==> config.mk <==
export PLATFORM = sky130hd
export DESIGN_NAME = dma_xfer_regs
export DESIGN_NICKNAME = d
export VERILOG_FILES = /design/src/rtl/dma_regs_pkg.sv /design/src/rtl/dma_cnt_reg.sv /design/src/rtl/dma_adr_reg.sv /design/src/rtl/dma_rd_mux.sv /design/src/rtl/dma_xfer_regs.sv
export SDC_FILE = /design/constraint.sdc
export NUM_CORES = 1
export LEC_CHECK = 0
export ABC_AREA = 0
export BUFFER_PORTS_ARGS = -buffer_cell sky130_fd_sc_hd__buf_2
export CAP_MARGIN = 5
export CORE_MARGIN = 3
export CORE_UTILIZATION = 41
export DETAILED_ROUTE_END_ITERATION = 16
export PLACE_DENSITY_LB_ADDON = 0.25
export SKIP_CTS_REPAIR_TIMING = 1
export SYNTH_ARGS = -nofsm -noshare
export SYNTH_HDL_FRONTEND = slang
export SYNTH_HIERARCHICAL = 1
export SYNTH_SLANG_ARGS = --single-unit
==> constraint.sdc <==
create_clock -name clk -period 1.3 [get_ports clk]
set_input_delay 0.065 -clock clk [delete_from_list [all_inputs] [get_ports clk]]
set_output_delay 0.065 -clock clk [all_outputs]
set_load 0.005 [all_outputs]
==> src/rtl/dma_regs_pkg.sv <==
package dma_regs_pkg;
   localparam int DEF_CNT_W    = 14;
   localparam int DEF_DA_W     = 22;
   localparam int DEF_SPLIT    = 9;
   localparam int DEF_HALF_BIT = 14;

   typedef enum logic {
      HALF_LOW  = 1'b0,
      HALF_HIGH = 1'b1
   } adr_half_e;
endpackage

==> src/rtl/dma_cnt_reg.sv <==
module dma_cnt_reg #(
   parameter int CNT_W     = dma_regs_pkg::DEF_CNT_W,
   parameter bit DUMMY_INC = 1'b1
) (
   input  logic             clk,
   input  logic             rst_n,
   input  logic             ld,
   input  logic [CNT_W+1:0] ld_word,
   output logic [CNT_W-1:0] cnt,
   output logic             dir,
   output logic             en
);
   logic [CNT_W-1:0] cnt_q;
   logic             dir_q;
   logic             en_q;
   logic             bump;

   generate
      if (DUMMY_INC) begin : g_dummy
         logic pend_q;
         always_ff @(posedge clk) begin
            if (!rst_n) pend_q <= 1'b0;
            else        pend_q <= ld;
         end
         assign bump = pend_q;
      end else begin : g_plain
         assign bump = 1'b0;
      end
   endgenerate

   always_ff @(posedge clk) begin
      if (!rst_n) begin
         cnt_q <= '0;
         dir_q <= 1'b0;
         en_q  <= 1'b0;
      end else if (ld) begin
         {en_q, dir_q, cnt_q} <= ld_word;
      end else if (bump) begin
         cnt_q <= cnt_q + CNT_W'(1);
      end
   end

   assign cnt = cnt_q;
   assign dir = dir_q;
   assign en  = en_q;
endmodule

==> src/rtl/dma_adr_reg.sv <==
module dma_adr_reg #(
   parameter int DA_W     = dma_regs_pkg::DEF_DA_W,
   parameter int SPLIT    = dma_regs_pkg::DEF_SPLIT,
   parameter int HALF_BIT = dma_regs_pkg::DEF_HALF_BIT
) (
   input  logic                clk,
   input  logic                rst_n,
   input  logic                ld,
   input  logic [HALF_BIT:1]   a,
   output logic [DA_W-1:0]     adr
);
   import dma_regs_pkg::*;
   localparam int HI_W = DA_W - SPLIT;
   localparam int LO_W = SPLIT - 1;

   logic [HI_W-1:0] hi_q;
   logic [LO_W-1:0] lo_q;
   adr_half_e       half;

   assign half = adr_half_e'(a[HALF_BIT]);

   always_ff @(posedge clk) begin
      if (!rst_n) begin
         hi_q <= '0;
         lo_q <= '0;
      end else if (ld) begin
         if (half == HALF_HIGH) hi_q <= a[HI_W:1];
         else                   lo_q <= a[LO_W:1];
      end
   end

   assign adr = {hi_q, lo_q, 1'b0};
endmodule

==> src/rtl/dma_rd_mux.sv <==
module dma_rd_mux #(
   parameter int CNT_W = dma_regs_pkg::DEF_CNT_W
) (
   input  logic             sel_cnt,
   input  logic [CNT_W-1:0] cnt,
   output logic [CNT_W+1:0] rdata
);
   always_comb begin
      rdata = '1;
      if (sel_cnt) rdata[CNT_W-1:0] = cnt;
   end
endmodule

==> src/rtl/dma_xfer_regs.sv <==
module dma_xfer_regs #(
   parameter int CNT_W     = dma_regs_pkg::DEF_CNT_W,
   parameter int DA_W      = dma_regs_pkg::DEF_DA_W,
   parameter int SPLIT     = dma_regs_pkg::DEF_SPLIT,
   parameter int HALF_BIT  = dma_regs_pkg::DEF_HALF_BIT,
   parameter bit DUMMY_INC = 1'b1,
   localparam int DW       = CNT_W + 2
) (
   input  logic              clk,
   input  logic              rst_n,
   input  logic              bus_wr,
   input  logic              bus_sel_cnt,
   input  logic              bus_sel_adr,
   input  logic [HALF_BIT:1] bus_addr,
   input  logic [DW-1:0]     bus_wdata,
   output logic [DW-1:0]     bus_rdata,
   output logic [CNT_W-1:0]  dma_count,
   output logic              dma_dir,
   output logic              dma_en,
   output logic [DA_W-1:0]   dma_addr
);
   generate
      if (CNT_W < 1) begin : g_bad_cnt
         $error("dma_xfer_regs: CNT_W must be positive");
      end
      if (SPLIT < 2 || SPLIT >= DA_W) begin : g_bad_split
         $error("dma_xfer_regs: SPLIT must lie inside the address");
      end
      if (DA_W - SPLIT > HALF_BIT - 1 || SPLIT - 1 > HALF_BIT - 1) begin : g_bad_half
         $error("dma_xfer_regs: address lines too narrow for a half");
      end
   endgenerate

   logic ld_cnt;
   logic ld_adr;

   assign ld_cnt = bus_wr & bus_sel_cnt;
   assign ld_adr = bus_wr & bus_sel_adr;

   dma_cnt_reg #(.CNT_W(CNT_W), .DUMMY_INC(DUMMY_INC)) cnt_i (
      .clk     (clk),
      .rst_n   (rst_n),
      .ld      (ld_cnt),
      .ld_word (bus_wdata),
      .cnt     (dma_count),
      .dir     (dma_dir),
      .en      (dma_en)
   );

   dma_adr_reg #(.DA_W(DA_W), .SPLIT(SPLIT), .HALF_BIT(HALF_BIT)) adr_i (
      .clk   (clk),
      .rst_n (rst_n),
      .ld    (ld_adr),
      .a     (bus_addr),
      .adr   (dma_addr)
   );

   dma_rd_mux #(.CNT_W(CNT_W)) rd_i (
      .sel_cnt (bus_sel_cnt),
      .cnt     (dma_count),
      .rdata   (bus_rdata)
   );
endmodule

==> results.json, run 1 <==
{
  "viasPerCell": 4.806,
  "async_reset_ff_frac": 0,
  "die-area_um2": 5256,
  "swShare": 0.2533,
  "htreeDepth": 2,
  "status": "complete, no violations",
  "clk_pin_slew_ns": 0.07,
  "fin_crit_ns": 1.256,
  "cp-startpoint": "cnt_i/bump$_SDFF_PN0_",
  "io_buffers": 85,
  "synthFlopType": "dfxtp_1",
  "totalWireLength_mm": 4.315,
  "synthToLayoutAreaGrowth_pct": 38.99,
  "clock-sinks": 38,
  "clkPwrFrac": 0.305,
  "leakagePower_nw": 1.263,
  "cts.path.max_buffers": 2,
  "cts_root_buf": "clkbuf_8",
  "setup_ws_ns": 0.04409,
  "crit_required_ns": 1.47,
  "r2r-start": "cnt_i/bump$_SDFF_PN0_",
  "hold_viol": 0,
  "crit_arrival_ns": 1.42,
  "fp.dieH_um": 72.50,
  "layout-drive-gt1-share": 0.4324,
  "firstDrtPassIters": 4,
  "worstSkewPairLatency_ns": 0.28,
  "worst-setup-path-type": "reg2reg",
  "maxCapViolations": 0,
  "rows": 23,
  "synth_area_leaders": "dfxtp_1 42%, mux2i_1 10%, nand2_1 7.9%",
  "yosysTopAreaCellShare": 0.4196,
  "tns_ns": 0,
  "final_cell_mix": "85 x buf_2, 37 x nand2_1, 32 x dfxtp_1",
  "fin_nets": 332,
  "synth_top_cell_by_area": "dfxtp_1",
  "finalSetupViolCount": 0,
  "final_common_cell": "buf_2",
  "worstPathMaxFanout": 7,
  "holdCritPathClass": "in2reg",
  "netlist_instances": 199,
  "timing.final.crit_share": 0.9661,
  "ant_nets": 0,
  "antenna_found_initial": 0,
  "pre_cts_slack_ns": 0.008512,
  "min_from": "bus_wdata[3]",
  "grt_max_degree": 35,
  "p_seq_frac": 0.520,
  "design_area_um2": 2520,
  "synth.distinct_cells": 29,
  "io_pins": 89,
  "reg2reg_slack_ns": 0.04,
  "power_mw": 2.434,
  "timing.rr.end": "cnt_i/cnt[12]$_SDFFE_PN0P_",
  "globalplace.congestion": 0.7585,
  "crit_path_end_kind": "flop",
  "fill_cells": 382,
  "p_switching_uw": 616.5,
  "cellInternalPower_mw": 1.817,
  "grt_overflow": 0,
  "start_util": 0.4375,
  "placeableCoreArea_um2": 4144,
  "worstHoldPathCells": 2,
  "cts_buffers": 5,
  "crit_path_start_kind": "flop",
  "antenna_cells": 0,
  "synth-edff-count": 0,
  "synth_area_um2": 1813,
  "drtIter0Drc": 94,
  "seq_area_frac_synth": 0.4196,
  "hold_ws_ns": 0.01221,
  "place_area_um2": 2371,
  "rr_worst_depth": 4,
  "ir_worst_vdd_mv": 0.6848,
  "min_to": "cnt_i/cnt[3]$_SDFFE_PN0P_",
  "routed-via-count": 1663,
  "tritoncts": "built",
  "skew_ns": 0.006204,
  "fmax_ghz": 0.7962,
  "dp_hpwl_mm": 3.212,
  "wl_per_cell_um": 12.47,
  "grt_pass1_vias": 1500,
  "cellPowerDensity_nw_per_um2": 965.7,
  "finalMaxSlewViolations": 0,
  "grt_pass1_wl_mm": 6.755,
  "avgSynthCellArea_um2": 9.110,
  "comb_power_share": 0.175,
  "chipWidth_um": 72.50,
  "drc": 0,
  "yosys_warnings": 6,
  "grt_use_total": 0.1638,
  "synth-seq-cells": 38
}
Yosys cell counts, drive strengths merged, types with 2 or more instances:
cell type  count
dfxtp         38
nand2         38
mux2i         19
nand2b        15
o21ai         15
buf           11
a21oi          9
nand4          9
xnor2          9
and2           5
nor4           4
o211a          4
xor2           4
clkbuf         3
inv            3
nand3          3
conb           2
nor2b          2
nor3           2
metrics by stage:
step | cells | util
after floorplan | 200 | -
after global placement | 338 | 0.5722
after detailed placement | 338 | 0.5722
after CTS | 345 | 0.5906
after global routing | 346 | 0.6081
final | 346 | 0.6081
power by group through the flow:
stage,Sequential [mW],Combinational (mW),Clock [mW]
3_5_place_dp,1.29,0.424,0
4_1_cts,1.26,0.426,0.774
5_1_grt,1.27,0.475,0.824
3_3_place_gp,1.29,0.417,0
6_report,1.27,0.425,0.742
2_1_floorplan,1.30,0.194,0
metal layers:
layer | part of all wire | track usage | wire (um) | vias up
met5 | 0 | 0 | 0 | -
met4 | 0.0044 | 0.05533 | 19 | 0
met3 | 0.078 | 0.05402 | 338 | 2
met2 | 0.47 | 0.2578 | 2042 | 53
met1 | 0.44 | 0.2113 | 1914 | 749
li1 | - | - | - | 859
flip-flops by register name, summed over array words and instances, names as in the netlist:
signal      count
cnt_i/en        1
adr_i/lo_q      8
adr_i/hi_q     13
cnt_i/bump      1
cnt_i/cnt      14
cnt_i/dir       1
kinds of logic after synthesis:
family                     Yosys count  synth area share
DFF                                 38            0.4196
and+or+nand+nor                     81            0.2526
other                                2          0.004142
muxes                               19            0.1049
buffers and inverters               17           0.06073
xor gates and xnor gates            13           0.06280
adders and majority gates            1          0.006900
AOI/OAI and AO/OA                   28           0.08833
final cells by class:
type / count / area, um^2 / share of cell area
multi-input combinational: 145 / 998.5 / 0.3962
clock buffer: 7 / 76.32 / 0.03029
inverter: 3 / 11.26 / 0.004469
sequential: 38 / 773.2 / 0.3069
timing repair buffer: 103 / 598.1 / 0.2373
tap: 50 / 62.56 / 0.02483
how the worst max path moves through the flow:
| stage | endpoint | slack [ns] | cells past startpoint |
|---|---|---|---|
| 6_report | cnt_i/cnt[12]$_SDFFE_PN0P_ | 0.04 | 4 |
| 3_3_place_gp | cnt_i/cnt[12]$_SDFFE_PN0P_ | 0.04 | 5 |
| 5_1_grt | cnt_i/cnt[12]$_SDFFE_PN0P_ | -0.04 | 4 |
| 2_1_floorplan | cnt_i/cnt[12]$_SDFFE_PN0P_ | 0.02 | 5 |
| 3_5_place_dp | cnt_i/cnt[10]$_SDFFE_PN0P_ | 0.009 | 5 |
| 4_1_cts | cnt_i/cnt[10]$_SDFFE_PN0P_ | 0.005 | 5 |
worst max-delay path, cell delays in order, from the launching register on:
cell	delay, ns
dfxtp_2	0.36
nand4_4	0.22
nor4_4	0.32
xnor2_1	0.16
a21oi_1	0.08
Note: power is estimated with default switching activity, not from simulation.
==> inputs of run 2 (changes only) <==
ABC_CLOCK_PERIOD_IN_PS = 1300   (was default)
CTS_BUF_LIST = sky130_fd_sc_hd__clkbuf_8 sky130_fd_sc_hd__clkbuf_16   (was default)
==> run 2 against run 1 <==
- critical path type unchanged
- largest power group unchanged
- combinational power barely moved
- via count unchanged
- largest cell class unchanged
- global-route usage did not move
- worst hold slack hardly changed
- design area unchanged
==> results.json, run 2 (same netlist as run 1, synthesis figures left out) <==
{
  "finalMaxSlewViolations": 0,
  "cellPowerDensity_nw_per_um2": 959.9,
  "clock-sinks": 38,
  "crit_arrival_ns": 1.42,
  "pre_cts_slack_ns": 0.008512,
  "path_cells": "nand4_4 > nor4_4 > xnor2_1 > a21oi_1",
  "fin_nets": 332,
  "swShare": 0.2553,
  "hold_viol": 0,
  "cts_root_buf": "clkbuf_8",
  "grt_pass1_wl_mm": 6.755,
  "placeableCoreArea_um2": 4144,
  "finalSetupViolCount": 0,
  "tritoncts": "built",
  "synthToLayoutAreaGrowth_pct": 38.99,
  "ant_nets": 0,
  "largest_register_ffs": 14,
  "status": "complete, no violations",
  "leakagePower_nw": 1.272,
  "worstSkewPairLatency_ns": 0.28,
  "crit_path_end": "cnt_i/cnt[12]$_SDFFE_PN0P_",
  "timing.final.crit_share": 0.9659,
  "grt_use_total": 0.1638,
  "crit_path_start_kind": "flop",
  "min_from": "bus_wdata[3]",
  "drtIter0Drc": 95,
  "ir_worst_vdd_mv": 0.6848,
  "cts_buffers": 5,
  "p_switching_uw": 617.5,
  "final_cell_mix": "85 x buf_2, 37 x nand2_1, 32 x dfxtp_1",
  "viasPerCell": 4.806,
  "globalplace.congestion": 0.7585,
  "r2r-start": "cnt_i/bump$_SDFF_PN0_",
  "cellInternalPower_mw": 1.801,
  "io_pins": 89,
  "crit_required_ns": 1.47,
  "antenna_found_initial": 0,
  "die-area_um2": 5256,
  "clkPwrFrac": 0.301,
  "p_seq_frac": 0.523,
  "design_area_um2": 2520,
  "final_common_cell": "buf_2",
  "chipWidth_um": 72.50,
  "start_util": 0.4375,
  "antenna_cells": 0,
  "grt_overflow": 0,
  "fin_crit_ns": 1.256,
  "comb_power_share": 0.176,
  "routed-via-count": 1663,
  "grt_pass1_vias": 1500,
  "reg2reg_slack_ns": 0.04,
  "use_met1": 0.2113,
  "cp-startpoint": "cnt_i/bump$_SDFF_PN0_",
  "top_usage_layer": "met2",
  "totalWireLength_mm": 4.315,
  "firstDrtPassIters": 4,
  "worst-setup-path-type": "reg2reg",
  "rows": 23,
  "skew_ns": 0.006391,
  "htreeDepth": 2,
  "grt_use_met2": 0.2578,
  "io_buffers": 85,
  "timing.rr.end": "cnt_i/cnt[12]$_SDFFE_PN0P_",
  "cts.path.max_buffers": 2,
  "fmax_ghz": 0.7964,
  "groute.layer.met3.usage": 0.05402,
  "rr_worst_depth": 4,
  "wl_per_cell_um": 12.47,
  "crit_path_end_kind": "flop",
  "max_stage_delay_ns": 0.36,
  "dp_cells": 338,
  "fin_cells": 346,
  "place_area_um2": 2371,
  "dp_hpwl_mm": 3.212,
  "holdCritPathClass": "in2reg",
  "setup_ws_ns": 0.04430,
  "layout-drive-gt1-share": 0.4324,
  "drc": 0,
  "grt_max_degree": 35,
  "cpMaxStageDelayCell": "dfxtp_2",
  "clk_pin_slew_ns": 0.07,
  "worstPathMaxFanout": 7,
  "maxCapViolations": 0,
  "fp.dieH_um": 72.50
}
==> run 2: worst max-delay path, delay by kind of cell, from the launching register on <==
| family | cells | cell delay, ns |
|---|---|---|
| AOI/OAI and AO/OA | 1 | 0.08 |
| xor gates and xnor gates | 1 | 0.16 |
| DFF | 1 | 0.36 |
| and+or+nand+nor | 2 | 0.54 |
==> run 2: power by group through the flow <==
stage	Sequential, mW	Clock (mW)	Combinational, mW
after floorplan	1.30	0	0.194
after global placement	1.29	0	0.417
after detailed placement	1.29	0	0.424
after CTS	1.26	0.759	0.426
after global routing	1.27	0.810	0.475
final	1.27	0.727	0.425
==> run 2: layer usage <==
layer / share of wire / routed length [um]
met2: 0.47 / 2042
met3: 0.078 / 338
met1: 0.44 / 1915
met4: 0.0044 / 19
met5: 0 / 0
==> run 2: area by class of cell <==
| type | instances | area (um^2) |
|---|---|---|
| clock buffer | 5 | 68.82 |
| tap | 50 | 62.56 |
| fill | 382 | 1624 |
| inverter | 3 | 11.26 |
| timing repair buffer | 103 | 598.1 |
| multi-input combinational | 145 | 998.5 |
| clock inverter | 2 | 7.507 |
| sequential | 38 | 773.2 |
==> run 2: worst min path at each step <==
stage                                      endpoint  slack [ns]  depth (start not counted)
final                     cnt_i/cnt[3]$_SDFFE_PN0P_        0.01                          2
after floorplan                        bus_rdata[0]        0.18                          1
after CTS                 cnt_i/cnt[1]$_SDFFE_PN0P_       0.003                          2
after detailed placement  cnt_i/cnt[1]$_SDFFE_PN0P_        0.30                          2
after global placement    cnt_i/cnt[3]$_SDFFE_PN0P_        0.29                          2
after global routing      cnt_i/cnt[2]$_SDFFE_PN0P_       0.007                          2
==> run 2: stage by stage <==
step                total power [mW]  hold slack [ns]  TNS [ns]  utilization
floorplan                      1.498           0.1781         0            -
global placement               1.704           0.2930         0       0.5722
detailed placement             1.712           0.3001         0       0.5722
CTS                            2.445         0.002842         0       0.5906
global route                   2.559         0.006901  -0.05579       0.6081
finish                         2.419          0.01200         0       0.6081
